File: config.mk
export PLATFORM = sky130hd
export DESIGN_NAME = dram_strobe_seq
export DESIGN_NICKNAME = d
export VERILOG_FILES = /design/src/rtl/dss_pkg.sv /design/src/rtl/dss_req_decode.sv /design/src/rtl/dss_seq_fsm.sv /design/src/rtl/dss_addr_mux.sv /design/src/rtl/dram_strobe_seq.sv
export SDC_FILE = /design/constraint.sdc
export NUM_CORES = 1
export LEC_CHECK = 0
export BUFFER_PORTS_ARGS = -buffer_cell sky130_fd_sc_hd__buf_2
export CORE_AREA = 10 10 47 49
export DETAILED_ROUTE_END_ITERATION = 8
export DIE_AREA = 0 0 57 59
export MAX_ROUTING_LAYER = met4
export PLACE_DENSITY = 0.44
export SYNTH_ARGS = -nofsm -noshare
export SYNTH_HDL_FRONTEND = slang
export SYNTH_SLANG_ARGS = --single-unit
export TNS_END_PERCENT = 1
File: constraint.sdc
create_clock -name clk -period 1.2 [get_ports clk]
set_input_delay 0.36 -clock clk [delete_from_list [all_inputs] [get_ports clk]]
set_output_delay 0.36 -clock clk [all_outputs]
set_load 0.1 [all_outputs]
File: src/rtl/dss_pkg.sv
package dss_pkg;

    typedef enum logic [1:0] {
        SQ_WAIT     = 2'd0,
        SQ_PRIMED   = 2'd1,
        SQ_SWITCHED = 2'd2,
        SQ_STROBED  = 2'd3
    } seq_state_t;

endpackage

File: src/rtl/dss_req_decode.sv
module dss_req_decode (
    input  logic rd_n,
    input  logic wr_n,
    input  logic ram_sel,
    output logic mem_req,
    output logic row_strobe
);

    // Request is high whenever either active-low strobe is asserted.
    always_comb begin
        mem_req    = ~(rd_n & wr_n);
        row_strobe = mem_req & ram_sel;
    end

endmodule

File: src/rtl/dss_seq_fsm.sv
module dss_seq_fsm
    import dss_pkg::*;
(
    input  logic clk,
    input  logic mem_req,
    output logic mux_phase,
    output logic col_phase
);

    seq_state_t state_q;
    seq_state_t state_d;

    // Next-state: one step per rising edge, then hold.
    always_comb begin
        state_d = state_q;
        unique case (state_q)
            SQ_WAIT:     state_d = SQ_PRIMED;
            SQ_PRIMED:   state_d = SQ_SWITCHED;
            SQ_SWITCHED: state_d = SQ_STROBED;
            SQ_STROBED:  state_d = SQ_STROBED;
        endcase
    end

    // State register, held in clear while no request is present.
    always_ff @(posedge clk or negedge mem_req) begin
        if (!mem_req) begin
            state_q <= SQ_WAIT;
        end else begin
            state_q <= state_d;
        end
    end

    // Outputs decoded from the state.
    always_comb begin
        mux_phase = 1'b0;
        col_phase = 1'b0;
        unique case (state_q)
            SQ_WAIT:     ;
            SQ_PRIMED:   ;
            SQ_SWITCHED: mux_phase = 1'b1;
            SQ_STROBED: begin
                mux_phase = 1'b1;
                col_phase = 1'b1;
            end
        endcase
    end

endmodule

File: src/rtl/dss_addr_mux.sv
module dss_addr_mux #(
    parameter int ROW_W = 7
) (
    input  logic [2*ROW_W-1:0] addr_in,
    input  logic               pick_col,
    output logic [ROW_W-1:0]   addr_out
);

    localparam int ADDR_W = 2 * ROW_W;

    logic [ROW_W-1:0] row_half;
    logic [ROW_W-1:0] col_half;

    always_comb begin
        row_half = addr_in[ROW_W-1:0];
        col_half = addr_in[ADDR_W-1:ROW_W];
        addr_out = pick_col ? col_half : row_half;
    end

endmodule

File: src/rtl/dram_strobe_seq.sv
module dram_strobe_seq #(
    parameter int ROW_W = 7
) (
    input  logic               clk,
    input  logic               rd_n,
    input  logic               wr_n,
    input  logic               ram_sel,
    input  logic [2*ROW_W-1:0] cpu_addr,
    output logic               ras_n,
    output logic               mux_sel,
    output logic               cas_n,
    output logic [ROW_W-1:0]   dram_addr
);

    logic mem_req;
    logic row_strobe;
    logic mux_phase;
    logic col_phase;

    dss_req_decode u_req (
        .rd_n       (rd_n),
        .wr_n       (wr_n),
        .ram_sel    (ram_sel),
        .mem_req    (mem_req),
        .row_strobe (row_strobe)
    );

    dss_seq_fsm u_fsm (
        .clk       (clk),
        .mem_req   (mem_req),
        .mux_phase (mux_phase),
        .col_phase (col_phase)
    );

    dss_addr_mux #(.ROW_W(ROW_W)) u_mux (
        .addr_in  (cpu_addr),
        .pick_col (mux_phase),
        .addr_out (dram_addr)
    );

    always_comb begin
        ras_n   = ~row_strobe;
        mux_sel = mux_phase;
        cas_n   = ~(col_phase & ram_sel);
    end

endmodule

Word-level counts from Yosys, hierarchy flattened
Index checks and enable logic that the tools add are counted.

Register bits after elaboration: 2. Logic and storage cells: 16.

Eq/ne operators: 3. Multiplexer cells: 4. Bitwise gates (word level): 6. Reduce and logical (&&, ||, !) cells: 2.

Operators with widths (count): 7-bit 2-to-1 mux (1); 2-bit case mux with 3 select lines (1); 2-bit equality test (second input constant) (2); 1-bit AND (3); 1-bit inverter (3); 2-bit by 1-bit equality test with 1-bit output (second input constant) (1); 2-bit logical NOT (1); 1-bit 2-to-1 mux (2); 2-bit OR reduction (1).

Logic depth before layout (Yosys ltp)
Depth after elaboration: 4. Depth in mapped cells: 2. Depth with buffers taken out: 1.

Cells and area by module
Synthesis repeated with hierarchy kept, for this count alone.

Cells, all modules: 18. Area total of the unflattened synthesis: 209.0 sq um.

Modules (own cells, without submodules): dss_addr_mux (instances 1, cells an instance 8, area each 116.4 sq um); dss_seq_fsm (instances 1, cells an instance 6, area each 73.8 sq um); dss_req_decode (instances 1, cells an instance 2, area each 11.3 sq um); dram_strobe_seq (instances 1, cells an instance 2, area each 7.5 sq um).

Worst setup path before layout
OpenSTA, ideal clock, no wires.

Kind: reg-to-output. Start point: register u_fsm.state_q[1]. End point: output port cas_n. Data arrival time: 1229 ps. Data required time: 840 ps. Setup slack: -389 ps. Stages on the path, launching flop included: 3. Cell sequence: dfrtp_1 buf_6 nand3_1.

Word-level cells in the longest chain between the ends: 4.

RTL lines: start: declaration (line dss_seq_fsm.sv:10) `seq_state_t state_q;`; start signal: assignment (line dss_seq_fsm.sv:29) `state_q <= state_d;`; 2-bit equality test (line dss_seq_fsm.sv:37) `unique case (state_q)`; 1-bit 2-to-1 mux (line dss_seq_fsm.sv:37); 1-bit AND (line dram_strobe_seq.sv:44) `cas_n = ~(col_phase & ram_sel);`; 1-bit inverter (line dram_strobe_seq.sv:44); end: declaration (line dram_strobe_seq.sv:11) `output logic cas_n,`.

Every way passes these cells.

Worst setup path after layout
Start point: register u_fsm.state_q[1]. End point: output port dram_addr[6].

Word-level cells in the longest chain between the ends: 4.

RTL lines: 2-bit equality test (line dss_seq_fsm.sv:37); 2-bit OR reduction (no line) (*); 1-bit 2-to-1 mux (*) (line dss_seq_fsm.sv:37); 7-bit 2-to-1 mux (*) (line dss_addr_mux.sv:17) `addr_out = pick_col ? col_half : row_half;`; end: declaration (line dram_strobe_seq.sv:12) `output logic [ROW_W-1:0] dram_addr`.

Every way passes the cells marked *; elsewhere a longest branch is shown, timed or not.

==> key figures <==
Run status
  – Status: finished with violations
  – Violated checks: negative setup slack

Synthesis
  – Seq cells post-synth: 2
  – Synth Instances: 16
  – Largest family of logic cells by synthesized area: multiplexers
  – Syn_nets: 34
  – Post-synthesis sequential area ratio: 24.8%
  – Synth Cell Area: 201 um2
  – Post-synthesis xor/xnor area fraction: 0%
  – Synth Area in Adders: 0%
  – Synth Area in Compound Gates: 4.97%
  – Simple-Gate Fraction of Synth Area: 10.6%
  – Post-synthesis mux area share: 52.2%
  – Syn avg cell area: 12.6 um2
  – Synth Warn #: 0
  – Yosys cell types: 9

Routing
  – Vias per cell: 3.58
  – Total Wirelength: 974 um
  – DRT iter0 DRCs: 1
  – DRT Pass-1 Iters: 2
  – Post-DRT Antenna Nets: 0
  – Vias: 236
  – DR WL/cell: 14.8 um
  – Number of remaining DRC errors: 0

STA
  – WHS: 526 ps
  – RSZ-0062 raised after global routing: true
  – Setup TNS: -3320 ps
  – Clk_skew: 4.20 ps
  – Max-slew violations: 0
  – Final setup violation count: 9
  – Max-Slew Margin vs Limit: 89.5%
  – Fmax: 0.620 GHz
  – Fin. Hold Viols: 0
  – Tmin final: 1610 ps
  – Worst-Margin Slew: 157 ps
  – Final worst-path cycle share: 134%
  – Worst setup margin: -412 ps

Clocking
  – Clk sinks: 2
  – Clk buf depth: 2
  – Max H-tree Level: 1
  – Clock-pin slew on the worst setup and hold paths: 30 ps
  – CTS Buf Count: 3
  – CTS tree: built
  – Worst-Skew Late Latency: 220 ps
  – Root buffer cell: clkbuf_4

Floorplanning
  – Chip Width: 57 um
  – Core Box Area: 1400 um2
  – Cell row count: 14
  – Die height: 59 um
  – Die ar.: 3360 um2
  – Initial cell density of the core: 14.4%
  – I/O pins: 28

Cells and area
  – Final net count: 70
  – Fillcell total: 133
  – Largest registers: u_fsm.state_q (2)
  – Layout Utilization: 43.3%
  – Most frequent cells in the layout: buf_2, buf_12, mux2_4, buf_6
  – Antenna diode count: 0
  – Area delta synth->final: 201%
  – Max reg flops: 2
  – Share of cells above drive strength 1: 88.0%
  – Reg with most FFs: u_fsm.state_q
  – Commonest non-fill, non-tap cell in the layout: buf_2

Power and ir drop
  – P_leak: 0.311 nW
  – Tot Pwr: 481 uW
  – Worst IR drop on VDD: 0.000431 V
  – PwrDens: 792 nW/um2

Global routing
  – Total track usage: 5.81%
  – Global-route wire length before repair: 1470 um
  – Largest net degree at the start of global routing: 10
  – GR Overflow Total: 0
  – Antenna violations before repair: 0
  – Vias in the first global route: 301

Worst setup path
  – Worst setup SP type: flop
  – CP Data Required Time: 840 ps
  – Crit. End Element: output port
  – Critical path's largest stage delay: 400 ps
  – Top Family by Delay on Critical Path: flip-flops
  – Slowest CP cell: dfrtp_2
  – CP bufs+invs: 2
  – Worst EP arrival: 1250 ps
  – Crit path kind: reg -> out
  – CP cell instances: buf_4, mux2_4, buf_12
  – Maximum fanout along the worst path: 4

Hold path
  – Worst hold path class: reg -> reg

Job
  – Max cap viols: 0

Placed design
  – Placer Congestion: 0.765
  – PortBufs: 27
## what timing repair did
action	in CTS	in global routing
setup endpoints to repair	10	9
hold buffers	2	0
resized for setup	5	4
pin swaps	1	0
hold endpoints to repair	2	0
buffers inserted	0	2
## metrics by stage
| stage | worst slack, ps | instances | instance area (um2) |
|---|---|---|---|
| 4_1_cts | -407 | 64 | 581 |
| 3_5_place_dp | -279 | 59 | 512 |
| 6_report | -412 | 66 | 607 |
| 5_1_grt | -439 | 66 | 607 |
| 2_1_floorplan | -104 | 16 | 208 |
| 3_3_place_gp | -274 | 59 | 512 |
## path summary, 6_finish.rpt
path	depth (start not counted)	endpoint	startpoint	slack, ps
max in group asynchronous	3	u_fsm.state_q[1]	rd_n	510
worst max register to register	3	u_fsm.state_q[1]	u_fsm.state_q[1]	170
min in group asynchronous	3	u_fsm.state_q[1]	wr_n	550
worst min register to register	1	u_fsm.state_q[0]	u_fsm.state_q[0]	530
worst max-delay path	3	dram_addr[6]	u_fsm.state_q[1]	-410
worst min-delay path	1	u_fsm.state_q[0]	u_fsm.state_q[0]	530
## layout make-up
| type | count | area, um2 | share of cell area [%] |
|---|---|---|---|
| clock buffers | 3 | 22.5 | 3.71 |
| multi-input cells | 12 | 155 | 25.6 |
| flip-flops and latches | 2 | 51.3 | 8.45 |
| well taps | 16 | 20.0 | 3.30 |
| repair buffers | 33 | 358 | 59.0 |
## logic make-up after synthesis
| kind of cell | count (synthesis) |
|---|---|
| AO/OA/AOI/OAI | 1 |
| buffers and inverters | 2 |
| flip-flops | 2 |
| multiplexers | 7 |
| AND/OR/NAND/NOR | 4 |
## synth_stat cells (all sizes together)
master,n,area (um2)
clkbuf,1,3.75
buf,1,11.3
nand2,1,3.75
or2,1,6.26
nand2b,1,6.26
dfrtp,2,50.1
nand3,1,5.00
mux2,7,105
a21bo,1,10.0
## report_power, final
part,internal [mW],switching (mW),total (mW)
clock,0.110,0.0346,0.145
sequential,0.0680,0,0.0680
combinational,0.114,0.154,0.268
## metal layers
layer	global-route usage [%]	share of wire (%)	up-vias
met5	-	0	-
met4	3.02	1.0	0
met2	11.0	68	3
met1	4.96	30	107
met3	1.93	1.4	2
li1	-	-	124
Power figures use the tool's default switching activity.
